`src/rtl/mbox_cmd_ctrl.sv`:
```
module mbox_cmd_ctrl #(
  parameter int ADDR_W  = 8,
  parameter int NUM_OPS = 3,
  parameter int DW      = 16,
  parameter int RES_W   = 8
) (
  input  logic                  clk,
  input  logic                  rst_n,
  input  logic                  host_sel,
  input  logic                  host_wr,
  input  logic [ADDR_W-1:0]     host_addr,
  input  logic [DW-1:0]         host_wdata,
  output logic [DW-1:0]         host_rdata,
  output logic                  irq,
  output logic                  dw_en,
  output logic                  dw_wr,
  output logic [1:0]            dw_win,
  output logic [ADDR_W-4:0]     dw_off,
  output logic [DW-1:0]         dw_wdata,
  input  logic [DW-1:0]         dw_rdata,
  output logic                  cmd_start,
  output logic                  cmd_busy,
  output logic [DW-1:0]         cmd_opcode,
  output logic [NUM_OPS*DW-1:0] cmd_operands,
  input  logic                  eng_done,
  input  logic                  eng_error,
  input  logic [RES_W-1:0]      eng_result
);
  localparam int WIN_W = 3;
  localparam int OFF_W = ADDR_W - WIN_W;
  localparam logic [WIN_W-1:0] CTRL_WIN = WIN_W'(4);
  localparam logic [OFF_W-1:0] OFF_OPC = OFF_W'(NUM_OPS);
  localparam logic [OFF_W-1:0] OFF_STS = OFF_W'(NUM_OPS + 1);
  localparam int PAD_W = DW - 4 - RES_W;
  localparam int B_BUSY = DW - 1;
  localparam int B_DONE = DW - 2;
  localparam int B_OVR  = DW - 4;

  logic [WIN_W-1:0] win;
  logic [OFF_W-1:0] off;
  logic ctrl, wr_ctrl, rd_ctrl, opw, stw, str, start, fin;
  logic busy, done, err, ovr, start_q;
  logic [RES_W-1:0] result;
  logic [DW-1:0] opcode;
  logic [DW-1:0] ops [NUM_OPS];
  logic [DW-1:0] status;

  assign win     = host_addr[ADDR_W-1 -: WIN_W];
  assign off     = host_addr[OFF_W-1:0];
  assign ctrl    = host_sel && (win == CTRL_WIN);
  assign wr_ctrl = ctrl && host_wr;
  assign rd_ctrl = ctrl && !host_wr;
  assign opw     = wr_ctrl && (off == OFF_OPC);
  assign stw     = wr_ctrl && (off == OFF_STS);
  assign str     = rd_ctrl && (off == OFF_STS);
  assign start   = opw && !busy;
  assign fin     = eng_done && busy;

  assign dw_en    = host_sel && (win < CTRL_WIN);
  assign dw_wr    = host_wr;
  assign dw_win   = win[1:0];
  assign dw_off   = off;
  assign dw_wdata = host_wdata;

  genvar gi;
  generate
    for (gi = 0; gi < NUM_OPS; gi++) begin : g_op
      always_ff @(posedge clk) begin
        if (!rst_n) ops[gi] <= '0;
        else if (wr_ctrl && (off == OFF_W'(gi)) && !busy) ops[gi] <= host_wdata;
      end
      assign cmd_operands[gi*DW +: DW] = ops[gi];
    end
  endgenerate

  always_ff @(posedge clk) begin
    if (!rst_n) begin
      busy    <= 1'b0;
      start_q <= 1'b0;
      opcode  <= '0;
      done    <= 1'b0;
      err     <= 1'b0;
      ovr     <= 1'b0;
      result  <= '0;
    end else begin
      start_q <= start;
      if (start) begin
        busy   <= 1'b1;
        opcode <= host_wdata;
        done   <= 1'b0;
        err    <= 1'b0;
        result <= '0;
      end else if (fin) begin
        busy   <= 1'b0;
        done   <= 1'b1;
        err    <= eng_error;
        result <= eng_result;
      end else if (str || (stw && host_wdata[B_DONE])) begin
        done <= 1'b0;
      end
      if (opw && busy) ovr <= 1'b1;
      else if (stw && host_wdata[B_OVR]) ovr <= 1'b0;
    end
  end

  assign status     = {busy, done, err, ovr, {PAD_W{1'b0}}, result};
  assign irq        = done;
  assign cmd_start  = start_q;
  assign cmd_busy   = busy;
  assign cmd_opcode = opcode;

  always_comb begin
    host_rdata = '0;
    if (dw_en) host_rdata = dw_rdata;
    else if (rd_ctrl) begin
      for (int i = 0; i < NUM_OPS; i++)
        if (off == OFF_W'(i)) host_rdata = ops[i];
      if (off == OFF_OPC) host_rdata = opcode;
      if (off == OFF_STS) host_rdata = status;
    end
  end

  AST_START_ONE: assert property (@(posedge clk) disable iff (!rst_n)
    cmd_start |=> !cmd_start);
  AST_START_BUSY: assert property (@(posedge clk) disable iff (!rst_n)
    cmd_start |-> cmd_busy);
  AST_OPS_FROZEN: assert property (@(posedge clk) disable iff (!rst_n)
    (cmd_busy && !eng_done) |=> $stable(cmd_operands) && $stable(cmd_opcode));
  AST_OVERRUN: assert property (@(posedge clk) disable iff (!rst_n)
    (opw && cmd_busy) |=> status[B_OVR]);
  AST_IRQ_RISE: assert property (@(posedge clk) disable iff (!rst_n)
    (cmd_busy && eng_done) |=> irq && !cmd_busy);
  AST_READ_CLEAR: assert property (@(posedge clk) disable iff (!rst_n)
    (str && !fin) |=> !irq);
  AST_IDLE_DONE: assert property (@(posedge clk) disable iff (!rst_n)
    (!cmd_busy && !irq && !start) |=> !irq);
  AST_DW_EXCL: assert property (@(posedge clk) disable iff (!rst_n)
    !(dw_en && ctrl));
endmodule

```
`config.mk`:
```
export PLATFORM = sky130hd
export DESIGN_NAME = mbox_cmd_ctrl
export DESIGN_NICKNAME = d
export VERILOG_FILES = /design/src/rtl/mbox_cmd_ctrl.sv
export SDC_FILE = /design/constraint.sdc
export NUM_CORES = 1
export LEC_CHECK = 0
export BUFFER_PORTS_ARGS = -buffer_cell sky130_fd_sc_hd__buf_2
export CORE_AREA = 2 2 98 100
export CTS_CLUSTER_SIZE = 40
export DETAILED_ROUTE_END_ITERATION = 10
export DIE_AREA = 0 0 100 102
export HOLD_SLACK_MARGIN = 0.05
export PLACE_DENSITY = 0.86
export SYNTH_ARGS = -nofsm -noshare
export SYNTH_HDL_FRONTEND = slang
export SYNTH_SLANG_ARGS = --single-unit
```
`constraint.sdc`:
```
create_clock -name clk -period 2.8 [get_ports clk]
set_input_delay 0.14 -clock clk [delete_from_list [all_inputs] [get_ports clk]]
set_output_delay 0.14 -clock clk [all_outputs]
set_load 0.03 [all_outputs]
```
==> results.sh <==
export IMPL_outcome="complete, no violations"
export IMPL_drtAntennaViolNets=0
export IMPL_die_width_um=100
export IMPL_synthDominantCellAreaShare_pct=37.6
export IMPL_drt_pass1_iter_count=5
export IMPL_maxCapViolCount=0
export IMPL_critical_path_max_fanout=15
export IMPL_grt_usage_pct=23.5
export IMPL_timing_reg2reg_setup_slack_ps=860
export IMPL_areaGrowthSynthToFinish_pct=29.8
export IMPL_rr_worst_depth=5
export IMPL_synth_yosys_seq_area_share_pct=52.8
export IMPL_fin_skew_ps=5.98
export IMPL_post_synth_instance_area_um2=3830
export IMPL_globalRouteOverflowTotal=0
export IMPL_finalNetCount=573
export IMPL_cpPeakStageDelay_ps=860
export IMPL_power_total_mw=2.35
export IMPL_grt_max_degree=33
export IMPL_layout_core_utilization_pct=54.6
export IMPL_post_layout_nonfiller_instances=635
export IMPL_die_area_um2=10200
export IMPL_final_period_minus_worst_setup_slack_ps=2160
export IMPL_timing_hold_violations_final=0
export IMPL_crit_slowest_cell="or4_1"
export IMPL_worst_setup_ep_type="output port"
export IMPL_grt_first_pass_wirelength_mm=18.0
export IMPL_cts_tree="built"
export IMPL_synthDominantAreaCellType="edfxtp_1"
export IMPL_critical_path_source_type="input port"
export IMPL_vias_per_cell=5.55
export IMPL_rsz0062_at_grt="false"
export IMPL_postSynthRegisterBits=77
export IMPL_hold_path_class="in -> reg"
export IMPL_cts_sinks=77
export IMPL_root_buffer_cell="clkbuf_8"
export IMPL_yosys_warn_count=0
export IMPL_cp_cell_sequence="buf_2 -> nand4bb_1 -> or4_1 -> o221ai_1 -> buf_2"
export IMPL_clk_transition_reported_paths_ps=70
export IMPL_synth_top_cells_by_area="edfxtp_1 38%, dfxtp_1 15%, mux2_2 8.8%"
export IMPL_place_detailed_hpwl_mm=8.84
export IMPL_worstHoldStart="eng_result[3]"
export IMPL_cts_path_max_buffers=2
export IMPL_total_leakage_power_nw=2.14
export IMPL_clock_tree_htree_level_count=3
export IMPL_worstSetupPathType="in -> out"
export IMPL_dp_cells=597
export IMPL_yosysUniqueCellTypes=40
export IMPL_fmax_mhz=462
export IMPL_crit_top_cell="buf_2"
export IMPL_worst_r2r_startpoint="cmd_busy"
export IMPL_start_util_pct=42.1
export IMPL_num_rows=35
export IMPL_total_via_count_in_the_routed_design=3527
export IMPL_post_cts_setup_driven_buffer_insertion_count=0
export IMPL_cts_inserted_buffers=9
export IMPL_avgRoutedWirePerCell_um=19.3
export IMPL_postSynthCellCount=364
export IMPL_worst_endpoint_required_ps=2660
export IMPL_setup_viol_count_final=0
export IMPL_first_global_vias=3382
export IMPL_io_pins=162
export IMPL_report_final_slew_viol_count=0
export IMPL_post_route_cells_drive_above_1_share_pct=43.3
export IMPL_ir_drop_mv=0.186
export IMPL_crit_start="host_addr[5]"
export IMPL_mappedNetlistNets=418
export IMPL_floorplan_die_height_um=102
export IMPL_num_antenna_cells=0
export IMPL_holdWs_ps=64.1
export IMPL_area_occupied_by_multi_input_gates_um2=1420
export IMPL_postSynthAreaPerCell_um2=10.5
export IMPL_relSlewSlack_pct=24.7
export IMPL_seqCellArea_um2=2020
export IMPL_antenna_found_initial=0
export IMPL_timing_worst_slew_pin_value_ps=1130
export IMPL_fill_cells=790
export IMPL_post_route_period_util_pct=77.3
export IMPL_whs_endpoint="result[3]"
export IMPL_worstSkewPairLatency_ps=340
export IMPL_globalplace_congestion=0.874
export IMPL_pwr_density_cell_nw_per_um2=472
export IMPL_first_iter_violations=293
export IMPL_cp_data_arrival_time_ps=2020
export IMPL_final_wirelength_mm=12.2
export IMPL_rr_endpoint="ops[2][1]"
export IMPL_timing_setup_tns_ps=0
export IMPL_place_port_buffers=161
export IMPL_placeable_area_um2=9110
export IMPL_hold_path_depth=3
export IMPL_total_drc_errors_in_the_routed_layout=0
==> logic make-up after synthesis <==
group | synth area share, %
simple gates | 15.1
buf+inv | 10.6
flops | 52.8
compound gates | 12.1
mux | 9.40
==> worst max-delay path, delay by kind of cell <==
kind	cells	cell delay, ps
buf+inv	2	350
simple gates	2	1240
compound gates	1	300
==> Yosys cell counts (all sizes together) <==
master,count
nand2b,1
o22ai,15
nand3,2
o32ai,1
or2,2
or4,4
inv,29
a41oi,1
nor2b,3
and2,1
nor4,2
o221ai,11
o211ai,1
edfxtp,48
and4bb,1
nand4bb,1
or3b,1
nor3,49
dfxtp,29
o41ai,1
or3,1
a41o,1
buf,36
a21oi,10
nor4b,1
mux4,1
nor2,1
mux2,30
nand4b,1
clkbuf,15
or4b,1
o21ai,8
nand2,39
a22o,16
==> sequential cells by signal, summed over array words and instances, names as in the netlist <==
signal and count:
cmd_opcode 16, err 1, cmd_start 1, cmd_busy 1, irq 1, result 8, ovr 1, ops 48
==> per-stage QoR <==
stage,setup WS [ps],area (um^2)
global route,525,4970
detailed placement,629,4590
floorplan,65.9,3830
CTS,656,4970
global placement,694,4590
finish,635,4970
==> area by class of cell <==
class / count / area share, %
flip-flops and latches: 77 / 40.6
multi-input cells: 207 / 28.6
repair buffers: 195 / 22.4
well taps: 111 / 2.79
clock buffers: 9 / 2.49
inverters: 29 / 2.19
clock inverters: 7 / 0.855
==> layout by cell type, fill, tap and decap left out, drive strengths merged, types with 2 or more instances in the layout <==
cell type    count
buf            173
nor3            49
edfxtp          48
nand2           39
mux2            30
inv             29
dfxtp           29
dlygate4sd3     22
a22o            16
o22ai           15
o221ai          11
a21oi           10
clkbuf           9
o21ai            8
clkinv           5
or4              4
nor2b            3
nand3            2
clkinvlp         2
or2              2
nor4             2
==> what timing repair did <==
item / 4_1_cts / 5_1_grt
hold buffers: 22 / 0
setup endpoints to repair: 0 / 0
hold endpoints to repair: 22 / 0
gates resized for setup: 0 / 0
==> routing by layer <==
layer	vias up	global-route usage, %	wire, um
met2	205	38.3	5980
met4	0	9.59	242
met5	-	0	0
li1	1618	-	-
met3	28	4.86	1020
met1	1676	30.8	5000
==> worst max-delay path by stage <==
stage                           to  cells past startpoint
floorplan                ops[0][0]                      4
global placement    host_rdata[12]                      5
detailed placement       ops[1][9]                      4
CTS                  host_rdata[7]                      5
global route         host_rdata[7]                      5
finish              host_rdata[14]                      5
==> power by group <==
group / internal [mW] / switching, mW
Sequential: 1.22 / 0.0132
Combinational: 0.133 / 0.251
Clock: 0.315 / 0.412
Total: 1.67 / 0.677
Power figures use the tool's default switching activity.
